File: src/rtl/eetc_pkg.sv
// Shared types for the EEPROM transfer sequencer: byte-engine command
// codes and sequencer states.
package eetc_pkg;

    typedef enum logic [1:0] {
        ENG_WRITE = 2'd0,
        ENG_READ  = 2'd1,
        ENG_STOP  = 2'd2
    } eng_op_e;

    typedef enum logic [3:0] {
        S_IDLE,
        S_ADDR,
        S_OFFS,
        S_GAP,
        S_RADDR,
        S_RDATA,
        S_WDATA,
        S_WSTOP,
        S_POLL,
        S_PSTOP,
        S_PREAD,
        S_PRSTOP,
        S_STOP_OK,
        S_STOP_ERR
    } seq_st_e;

endpackage

File: src/rtl/eetc_down_ctr.sv
// Loadable down-counter that stops at zero.
// Assumes load has priority over dec; at_one flags the final count.
module eetc_down_ctr #(
    parameter int W = 8
) (
    input  logic         clk,
    input  logic         rst_n,
    input  logic         load,
    input  logic [W-1:0] load_val,
    input  logic         dec,
    output logic         at_one
);
    logic [W-1:0] cnt;

    // Count register: load, else decrement down to zero.
    always_ff @(posedge clk) begin
        if (!rst_n)
            cnt <= '0;
        else if (load)
            cnt <= load_val;
        else if (dec && cnt != '0)
            cnt <= cnt - 1'b1;
    end

    assign at_one = (cnt == W'(1));
endmodule

File: src/rtl/eetc_seq.sv
// Transfer sequencer: walks through the addressing, data, chunk and poll
// phases and issues one byte-engine command at a time.
// Assumes the engine answers each request with a one-cycle eng_done, and
// that wdata stays stable while wdata_valid is high until wdata_ready.
module eetc_seq
    import eetc_pkg::*;
#(
    parameter int LEN_W = 8,
    parameter int CHUNK = 4
) (
    input  logic             clk,
    input  logic             rst_n,
    input  logic             go,
    input  logic             wr_mode,
    input  logic             legacy,
    input  logic [6:0]       dev_addr,
    input  logic [7:0]       offset,
    input  logic [LEN_W-1:0] len,
    input  logic [7:0]       wdata,
    input  logic             wdata_valid,
    output logic             wdata_ready,
    output logic [7:0]       rdata,
    output logic             rdata_valid,
    output logic             eng_req,
    output eng_op_e          eng_op,
    output logic             eng_start,
    output logic [7:0]       eng_tx,
    output logic             eng_ack_out,
    input  logic             eng_done,
    input  logic             eng_ack,
    input  logic [7:0]       eng_rx,
    output logic             gap_load,
    output logic             gap_dec,
    input  logic             gap_at_one,
    output logic             poll_load,
    output logic             poll_dec,
    input  logic             poll_at_one,
    output logic             idle,
    output logic             done,
    output logic             error
);
    localparam int CHUNK_W = $clog2(CHUNK + 1);

    seq_st_e            st;
    logic [LEN_W-1:0]   rem_q;
    logic [7:0]         off_q;
    logic [CHUNK_W-1:0] chunk_q;
    logic [CHUNK_W-1:0] chunk_first;
    logic [6:0]         dev_q;
    logic               leg_q;
    logic               wr_q;

    // Size of the next chunk: the remainder, capped at CHUNK.
    always_comb begin
        chunk_first = (rem_q < LEN_W'(CHUNK)) ? CHUNK_W'(rem_q) : CHUNK_W'(CHUNK);
    end

    // Command presented to the byte engine in each state.
    always_comb begin
        eng_req     = 1'b0;
        eng_op      = ENG_WRITE;
        eng_start   = 1'b0;
        eng_tx      = '0;
        eng_ack_out = 1'b0;
        wdata_ready = 1'b0;
        unique case (st)
            S_ADDR: begin
                eng_req   = 1'b1;
                eng_start = 1'b1;
                eng_tx    = leg_q ? {off_q[6:0], ~wr_q} : {dev_q, 1'b0};
            end
            S_OFFS: begin
                eng_req = 1'b1;
                eng_tx  = off_q;
            end
            S_RADDR, S_POLL: begin
                eng_req   = 1'b1;
                eng_start = 1'b1;
                eng_tx    = {dev_q, 1'b1};
            end
            S_RDATA: begin
                eng_req     = 1'b1;
                eng_op      = ENG_READ;
                eng_ack_out = (rem_q != LEN_W'(1));
            end
            S_PREAD: begin
                eng_req = 1'b1;
                eng_op  = ENG_READ;
            end
            S_WDATA: begin
                eng_req     = wdata_valid;
                eng_tx      = wdata;
                wdata_ready = eng_done;
            end
            S_WSTOP, S_PSTOP, S_PRSTOP, S_STOP_OK, S_STOP_ERR: begin
                eng_req = 1'b1;
                eng_op  = ENG_STOP;
            end
            default: ;
        endcase
    end

    // Counter controls for the restart gap and the poll budget.
    assign gap_load  = (st == S_OFFS) && eng_done && eng_ack && !wr_q;
    assign gap_dec   = (st == S_GAP);
    assign poll_load = (st == S_WSTOP) && eng_done;
    assign poll_dec  = (st == S_PSTOP) && eng_done;
    assign idle      = (st == S_IDLE);

    // State, transfer context and result registers.
    always_ff @(posedge clk) begin
        if (!rst_n) begin
            st          <= S_IDLE;
            rem_q       <= '0;
            off_q       <= '0;
            chunk_q     <= '0;
            dev_q       <= '0;
            leg_q       <= 1'b0;
            wr_q        <= 1'b0;
            rdata       <= '0;
            rdata_valid <= 1'b0;
            done        <= 1'b0;
            error       <= 1'b0;
        end else begin
            rdata_valid <= 1'b0;
            done        <= 1'b0;
            error       <= 1'b0;
            unique case (st)
                S_IDLE: if (go) begin
                    dev_q <= dev_addr;
                    off_q <= offset;
                    rem_q <= len;
                    leg_q <= legacy;
                    wr_q  <= wr_mode;
                    if (len == '0) done <= 1'b1;
                    else           st   <= S_ADDR;
                end
                S_ADDR: if (eng_done) begin
                    chunk_q <= chunk_first;
                    if (!eng_ack)   st <= S_STOP_ERR;
                    else if (leg_q) st <= wr_q ? S_WDATA : S_RDATA;
                    else            st <= S_OFFS;
                end
                S_OFFS: if (eng_done) begin
                    if (!eng_ack)  st <= S_STOP_ERR;
                    else           st <= wr_q ? S_WDATA : S_GAP;
                end
                S_GAP: if (gap_at_one) st <= S_RADDR;
                S_RADDR: if (eng_done) st <= eng_ack ? S_RDATA : S_STOP_ERR;
                S_RDATA: if (eng_done) begin
                    rdata       <= eng_rx;
                    rdata_valid <= 1'b1;
                    rem_q       <= rem_q - 1'b1;
                    if (rem_q == LEN_W'(1)) st <= S_STOP_OK;
                end
                S_WDATA: if (eng_done) begin
                    if (!eng_ack) begin
                        st <= S_STOP_ERR;
                    end else begin
                        rem_q   <= rem_q - 1'b1;
                        off_q   <= off_q + 1'b1;
                        chunk_q <= chunk_q - 1'b1;
                        if (chunk_q == CHUNK_W'(1)) st <= S_WSTOP;
                    end
                end
                S_WSTOP: if (eng_done) st <= S_POLL;
                S_POLL:  if (eng_done) st <= eng_ack ? S_PREAD : S_PSTOP;
                S_PSTOP: if (eng_done) begin
                    if (poll_at_one) begin
                        st    <= S_IDLE;
                        done  <= 1'b1;
                        error <= 1'b1;
                    end else begin
                        st <= S_POLL;
                    end
                end
                S_PREAD: if (eng_done) st <= S_PRSTOP;
                S_PRSTOP: if (eng_done) begin
                    if (rem_q == '0) begin
                        st   <= S_IDLE;
                        done <= 1'b1;
                    end else begin
                        st <= S_ADDR;
                    end
                end
                S_STOP_OK: if (eng_done) begin
                    st   <= S_IDLE;
                    done <= 1'b1;
                end
                S_STOP_ERR: if (eng_done) begin
                    st    <= S_IDLE;
                    done  <= 1'b1;
                    error <= 1'b1;
                end
                default: st <= S_IDLE;
            endcase
        end
    end
endmodule

File: src/rtl/eetc_xfer.sv
// Top of the EEPROM transfer sequencer: the state machine plus a
// restart-gap timer and a poll-budget counter.
// Assumes GAP_CYCLES >= 1, POLL_MAX >= 1 and CHUNK >= 1.
module eetc_xfer
    import eetc_pkg::*;
#(
    parameter int LEN_W      = 8,
    parameter int CHUNK      = 4,
    parameter int POLL_MAX   = 100,
    parameter int GAP_CYCLES = 7500
) (
    input  logic             clk,
    input  logic             rst_n,
    input  logic             go,
    input  logic             wr_mode,
    input  logic             legacy,
    input  logic [6:0]       dev_addr,
    input  logic [7:0]       offset,
    input  logic [LEN_W-1:0] len,
    input  logic [7:0]       wdata,
    input  logic             wdata_valid,
    output logic             wdata_ready,
    output logic [7:0]       rdata,
    output logic             rdata_valid,
    output logic             eng_req,
    output logic [1:0]       eng_op,
    output logic             eng_start,
    output logic [7:0]       eng_tx,
    output logic             eng_ack_out,
    input  logic             eng_done,
    input  logic             eng_ack,
    input  logic [7:0]       eng_rx,
    output logic             done,
    output logic             error
);
    localparam int GAP_W  = $clog2(GAP_CYCLES + 1);
    localparam int POLL_W = $clog2(POLL_MAX + 1);

    eng_op_e seq_op;
    logic    gap_load, gap_dec, gap_at_one;
    logic    poll_load, poll_dec, poll_at_one;
    logic    seq_idle;

    assign eng_op = seq_op;

    eetc_seq #(.LEN_W(LEN_W), .CHUNK(CHUNK)) u_seq (
        .clk(clk), .rst_n(rst_n), .go(go), .wr_mode(wr_mode), .legacy(legacy),
        .dev_addr(dev_addr), .offset(offset), .len(len),
        .wdata(wdata), .wdata_valid(wdata_valid), .wdata_ready(wdata_ready),
        .rdata(rdata), .rdata_valid(rdata_valid),
        .eng_req(eng_req), .eng_op(seq_op), .eng_start(eng_start), .eng_tx(eng_tx),
        .eng_ack_out(eng_ack_out), .eng_done(eng_done), .eng_ack(eng_ack), .eng_rx(eng_rx),
        .gap_load(gap_load), .gap_dec(gap_dec), .gap_at_one(gap_at_one),
        .poll_load(poll_load), .poll_dec(poll_dec), .poll_at_one(poll_at_one),
        .idle(seq_idle), .done(done), .error(error)
    );

    eetc_down_ctr #(.W(GAP_W)) u_gap_ctr (
        .clk(clk), .rst_n(rst_n), .load(gap_load),
        .load_val(GAP_W'(GAP_CYCLES)), .dec(gap_dec), .at_one(gap_at_one)
    );

    eetc_down_ctr #(.W(POLL_W)) u_poll_ctr (
        .clk(clk), .rst_n(rst_n), .load(poll_load),
        .load_val(POLL_W'(POLL_MAX)), .dec(poll_dec), .at_one(poll_at_one)
    );
endmodule

File: config.mk
export PLATFORM = sky130hd
export DESIGN_NAME = eetc_xfer
export DESIGN_NICKNAME = d
export VERILOG_FILES = /design/src/rtl/eetc_pkg.sv /design/src/rtl/eetc_down_ctr.sv /design/src/rtl/eetc_seq.sv /design/src/rtl/eetc_xfer.sv
export SDC_FILE = /design/constraint.sdc
export NUM_CORES = 1
export LEC_CHECK = 0
export ABC_CLOCK_PERIOD_IN_PS = 2110
export BUFFER_PORTS_ARGS = -buffer_cell sky130_fd_sc_hd__buf_2
export CAP_MARGIN = 20
export CORE_MARGIN = 2
export CORE_UTILIZATION = 46
export DETAILED_ROUTE_END_ITERATION = 12
export PLACE_DENSITY = 0.78
export RECOVER_POWER = 50
export SLEW_MARGIN = 20
export SYNTH_ARGS = -nofsm -noshare
export SYNTH_HDL_FRONTEND = slang
export SYNTH_SLANG_ARGS = --single-unit
File: constraint.sdc
create_clock -name clk -period 2.11 [get_ports clk]
set_input_delay 0.211 -clock clk [delete_from_list [all_inputs] [get_ports clk]]
set_output_delay 0.211 -clock clk [all_outputs]
set_load 0.01 [all_outputs]
* Yosys cells after proc, flatten, opt, wreduce, memory -nomap -nowiden
Cells that the tools add are included.
Operators by class: add/sub/neg operators 5, $lt $le $gt $ge 1, eq/ne operators 35, multiplexer cells 61, bitwise operators 2, reduce and logical (&&, ||, !) cells 33
Operators with widths (count):
- 2-to-1 mux 4 bit | 22
- 2-to-1 mux 8 bit | 8
- case mux 4 bit (13 select lines) | 1
- case mux 8 bit (4 select lines) | 1
- != test 2 bit (second input constant) | 14
- 2-to-1 mux 13 bit | 2
- == test 4 bit (second input constant) | 6
- case mux 8 bit (3 select lines) | 1
- == test 4 x 3 -> 1 bit (second input constant) | 4
- logical NOT 8 bit | 2
- case mux 8 bit (2 select lines) | 1
- AND reduction 16 bit | 1
- 2-to-1 mux 3 bit | 5
- 2-to-1 mux 7 bit | 2
- == test 13 x 1 -> 1 bit (second input constant) | 1
- nonzero test 13 bit | 1
- subtractor 13 x 1 -> 13 bit (second input constant) | 1
- 2-to-1 mux 1 bit | 11
- OR reduction 11 bit | 1
- OR reduction 2 bit | 5
- adder 8 x 1 -> 8 bit (second input constant) | 1
- == test 4 x 2 -> 1 bit (second input constant) | 2
- == test 8 x 1 -> 1 bit (second input constant) | 1
- < comparator 8 x 3 -> 1 bit (second input constant) | 1
- other kinds (26) | 42
Word-level totals: flip-flop bits (word level) 63, bits of input ports 47, output and inout bits 25, word-level logic and storage cells 152

* Longest topological paths before layout
word-level depth 5, gate-level depth with buffers 9, mapped depth without buffers 7

* Cells and area by module
From an unflattened synthesis, not the netlist that was laid out.
Second synthesis, totals: cells, all modules 551, area total of the unflattened synthesis 4370.4 um^2
Modules (own cells, without submodules):
- eetc_seq | instances 1, cells each 388, area each 3031.7 um^2, sequential area each 860.8 um^2
- eetc_down_ctr at u_gap_ctr | instances 1, cells each 104, area each 838.3 um^2, sequential area each 260.2 um^2
- eetc_down_ctr at u_poll_ctr | instances 1, cells each 57, area each 493.0 um^2, sequential area each 140.1 um^2
- eetc_xfer | instances 1, cells each 2, area each 7.5 um^2, sequential area each 0.0 um^2

* Least setup slack after synthesis
No wires, ideal clock.
path type register -> register, from register u_seq.st[0], to register u_seq.rem_q[5], setup time 127 ps, arrival time 1839 ps, required time 1983 ps, path slack 145 ps, stages on the path, launching flop included 8, buffers on the path 3, clock period less this slack 1965 ps, cells stage by stage dfxtp_1 > buf_6 > buf_6 > or4_4 > a221o_1 > buf_6 > a21oi_1 > o32ai_2
On the way: cells in the longest elaborated chain, start to end 3, elaborated cells on any way between the ends 10, classes of those cells 6 x eq/ne; 1 x mux; 3 x reduce/logical
Ends and longest elaborated chain:
- start, declared | RTL line eetc_seq.sv:44 | seq_st_e st;
- start signal, assigned | RTL line eetc_seq.sv:141 | else if (leg_q) st <= wr_q ? S_WDATA : S_RDATA;
- start signal, assigned | RTL line eetc_seq.sv:146 | else st <= wr_q ? S_WDATA : S_GAP;
- start signal, assigned | RTL line eetc_seq.sv:149 | S_RADDR: if (eng_done) st <= eng_ack ? S_RDATA : S_STOP_ERR;
- == test 4 x 3 -> 1 bit or logical NOT 4 bit (tied branches)
- != test 2 bit (no source line) or nonzero test 3 bit (tied branches)
- AND reduction 5 bit (no source line)
- end signal, assigned | RTL line eetc_seq.sv:132 | rem_q <= len;
- end signal, assigned | RTL line eetc_seq.sv:153 | rem_q <= rem_q - 1'b1;
- end signal, assigned | RTL line eetc_seq.sv:160 | rem_q <= rem_q - 1'b1;
- end, declared | RTL line eetc_seq.sv:45 | logic [LEN_W-1:0] rem_q;
Parallel ways exist; a longest one is shown, timed or not. A chain may end at the register's enable or synchronous reset.

* Worst setup path after layout
from register u_seq.st[0], to output port eng_ack_out
On the way: cells in the longest elaborated chain, start to end 2
Ends and longest elaborated chain:
- == test 4 x 3 -> 1 bit | RTL line eetc_seq.sv:66 | unique case (st)
- 2-to-1 mux 1 bit | RTL line eetc_seq.sv:66
- end, declared | RTL line eetc_xfer.sv:29 | output logic eng_ack_out,
No other way between the ends.

==> implementation parameters <==
Parameter                              Value

Logic synthesis
  Syn Inst Count    487
  Top post-synthesis cells by area    dfxtp_1 33%, nor2_1 5.6%, a21oi_1 5.0%
  Most instantiated library cell after synthesis    dfxtp_1
  Synth top cells by count    63 x dfxtp_1, 57 x nor2_1, 50 x nand2_1
  Share of async-settable or async-resettable flops after synthesis    0
  Total of flip-flops plus latches after synthesis    63
  Count of flip-flops with a built-in enable after synthesis    0
  Top flip-flop cell by instance count after synthesis    dfxtp_1
  Number of warnings printed during yosys synthesis    0
  Post-synth top area share    0.332
  Yosys top cell by area    dfxtp_1
  Number of unique standard cell types used by synthesis    63
  Synth Cell Area    3800 sq um
  Net count after synthesis    545
  Avg Cell Area, Syn    7.81 sq um
  Sequential share of the synthesized area    0.332

Finish
  ANT cells    0
  Layout cells sized above 1    0.235
  Finished layout cell area    4700 sq um
  Relative area change from synthesis to final layout    23.6%
  Number of nets in the final layout    632
  Fillers    765

STA
  Minimum period implied by the final worst setup slack    2.03 ns
  Relative slew margins    0.536
  Worst-margin pin slew    0.695 ns
  Worst-case setup margin in the final layout    0.0825 ns
  Count of final hold-check violations    0
  Setup skew after layout    0.0111 ns
  Count of final max-slew check failures    0
  Highest clock frequency the design can meet    493 MHz
  Setup-failing EPs final    0
  Share of the clock period used by the worst path    0.961

Power and ir drop
  Power after layout    5980 uW
  Maximum vdd drop    0.823 mV
  Leakage power of the design    0.00195 uW
  Pwr/cell area    1270 nW/um^2

Worst setup path
  Maximum single-stage delay on the critical path    0.37 ns
  Buffers plus inverters on the worst setup path    3
  Largest fanout on the critical path    11
  Kind of critical path    register to output pin
  CP required    1.90 ns
  Sequence of cells on the critical path    buf_6 > or2b_1 > or2_4 > a31oi_4 > buf_4 > buf_2
  Launching element type of the critical path    register
  Worst path slowest cell    dfxtp_2
  Largest delay share family, worst path    simple AND/OR/NAND/NOR gates
  Arrival time at the worst endpoint    1.82 ns
  Endpoint class of the critical path    output pin

Detailed routing
  Drt first pass iters    6
  Vias per cell    5.83
  Wire length reported by the detailed router    10.3 mm
  Via count    3987
  DRC violations left    0
  Final routed wire length divided by cell count    15.1 um
  Starting DRT DRC Count    389
  Antenna Nets Post-Route    0

Floorplan
  Count of standard-cell rows    33
  Area of the placeable core    8090 sq um
  Ports placed on the boundary    72
  Initial core utilization    0.470
  Area of the die    9010 sq um
  Height of the die    94.9 um
  Floorplan die width    94.9 um

Global routing
  Pin count of the biggest net entering global routing    36
  GRT Total Usage    0.234
  Initial antenna violation count    0
  Wire length of the first global-routing pass    17.0 mm
  Overflow left after global routing    0
  Vias in the first global route    3756

Outcome
  Run status    finished, final reports clean

Min path
  Type of the tightest min-delay check    primary input to register

Clocking
  Cts bufs inserted    9
  Clock insertion delay at the later pin of the skew report    0.35 ns
  Reg clk slew, reported paths    0.07 ns
  CTS sink count    63
  Hold_buf cts    0
  Number of buffers on the longest clock path    2
  Clock root buffer    clkbuf_8
  Buffers inserted by post-CTS timing repair    0
  H-tree depth reported by CTS    3
  Clock tree from TritonCTS    done

Place
  Post-placement worst setup slack    0.0844 ns
  Detailed Place HPWL    7.49 mm
  Port Buffer Count    71
  Weighted congestion reported at the end of routability-driven placement    0.928
  Post-placement cell area    4430 sq um

Job
  Max-cap viol count    0
worst register-to-register path, stage by stage (launching register included):
cell	delay, ns
dfxtp_1	0.31
inv_1	0.08
ha_1	0.19
or4b_2	0.67
o41ai_2	0.28
nand3_1	0.13
a221oi_1	0.25
cells in the final DEF, fill, tap and decap left out, drive strengths merged, types with 6 or more instances in the layout:
| cell | n |
|---|---|
| buf | 95 |
| dfxtp | 63 |
| nor2 | 57 |
| nand2 | 50 |
| a21oi | 40 |
| clkbuf | 28 |
| o21ai | 26 |
| inv | 21 |
| nand3 | 16 |
| mux2i | 14 |
| xor2 | 13 |
| nor3 | 11 |
| ha | 11 |
| nand2b | 9 |
| a222oi | 8 |
| a31oi | 7 |
| or3 | 6 |
| and3 | 6 |
| xnor2 | 6 |
metal layers:
| metal | track usage | routed length [um] |
|---|---|---|
| met5 | 0 | 0 |
| met4 | 0.0978 | 231 |
| met3 | 0.0391 | 578 |
| met2 | 0.398 | 4960 |
| met1 | 0.293 | 4560 |
path summary, 6_finish.rpt:
path	from	end	slack [ns]	depth (start not counted)
worst max-delay path	u_seq.st[0]	eng_ack_out	0.08	6
worst min-delay path	eng_rx[5]	u_seq.rdata[5]	0.1	3
worst max register to register	u_seq.rem_q[1]	u_seq.done	0.11	6
worst min register to register	u_seq.dev_q[6]	u_seq.dev_q[6]	0.46	2
cell type report:
cell class | instances | area, sq um | area share
clock buffers | 12 | 145 | 0.0309
flip-flops and latches | 63 | 1270 | 0.270
well taps | 105 | 131 | 0.0280
clock inverters | 4 | 45.0 | 0.00958
inverters | 21 | 78.8 | 0.0168
multi-input cells | 368 | 2390 | 0.509
repair buffers | 111 | 638 | 0.136
stage by stage:
step | util | hold slack (ns) | std cells | setup TNS (ns)
floorplan | - | 0.355 | 487 | 0
global placement | 0.547 | 0.442 | 668 | 0
detailed placement | 0.547 | 0.447 | 668 | 0
CTS | 0.574 | 0.0908 | 684 | 0
global route | 0.581 | 0.0983 | 684 | -0.00858
finish | 0.581 | 0.0960 | 684 | 0
repair_timing:
item | CTS | global route
setup endpoints to repair | 9 | 16
resized for setup | 15 | 18
endpoints found under the hold margin | 0 | 0
pin swaps | 2 | 4
cell families (layout without fill, tap and decap cells):
group | Yosys count | count (layout) | share of synthesized area
and+or+nand+nor | 195 | 195 | 0.257
buffers and inverters | 56 | 148 | 0.0638
DFF | 63 | 63 | 0.332
AOI/OAI and AO/OA | 129 | 129 | 0.231
xor gates and xnor gates | 19 | 19 | 0.0438
muxes | 14 | 14 | 0.0369
adders and majority gates | 11 | 11 | 0.0362
registers in the layout, indices dropped and copies added, names as in the netlist:
name / count
u_seq.chunk_q: 3
u_seq.rem_q: 8
u_seq.leg_q: 1
u_seq.st: 4
u_seq.error: 1
u_seq.rdata_valid: 1
u_poll_ctr.cnt: 7
u_seq.rdata: 8
u_seq.wr_q: 1
u_gap_ctr.cnt: 13
u_seq.dev_q: 7
u_seq.done: 1
u_seq.off_q: 8
power breakdown:
| group | total, uW | switching [uW] | internal [uW] |
|---|---|---|---|
| combinational | 3240 | 1800 | 1440 |
| sequential | 1690 | 259 | 1430 |
| clock | 1050 | 476 | 573 |
(Power assumes the default switching activity.)
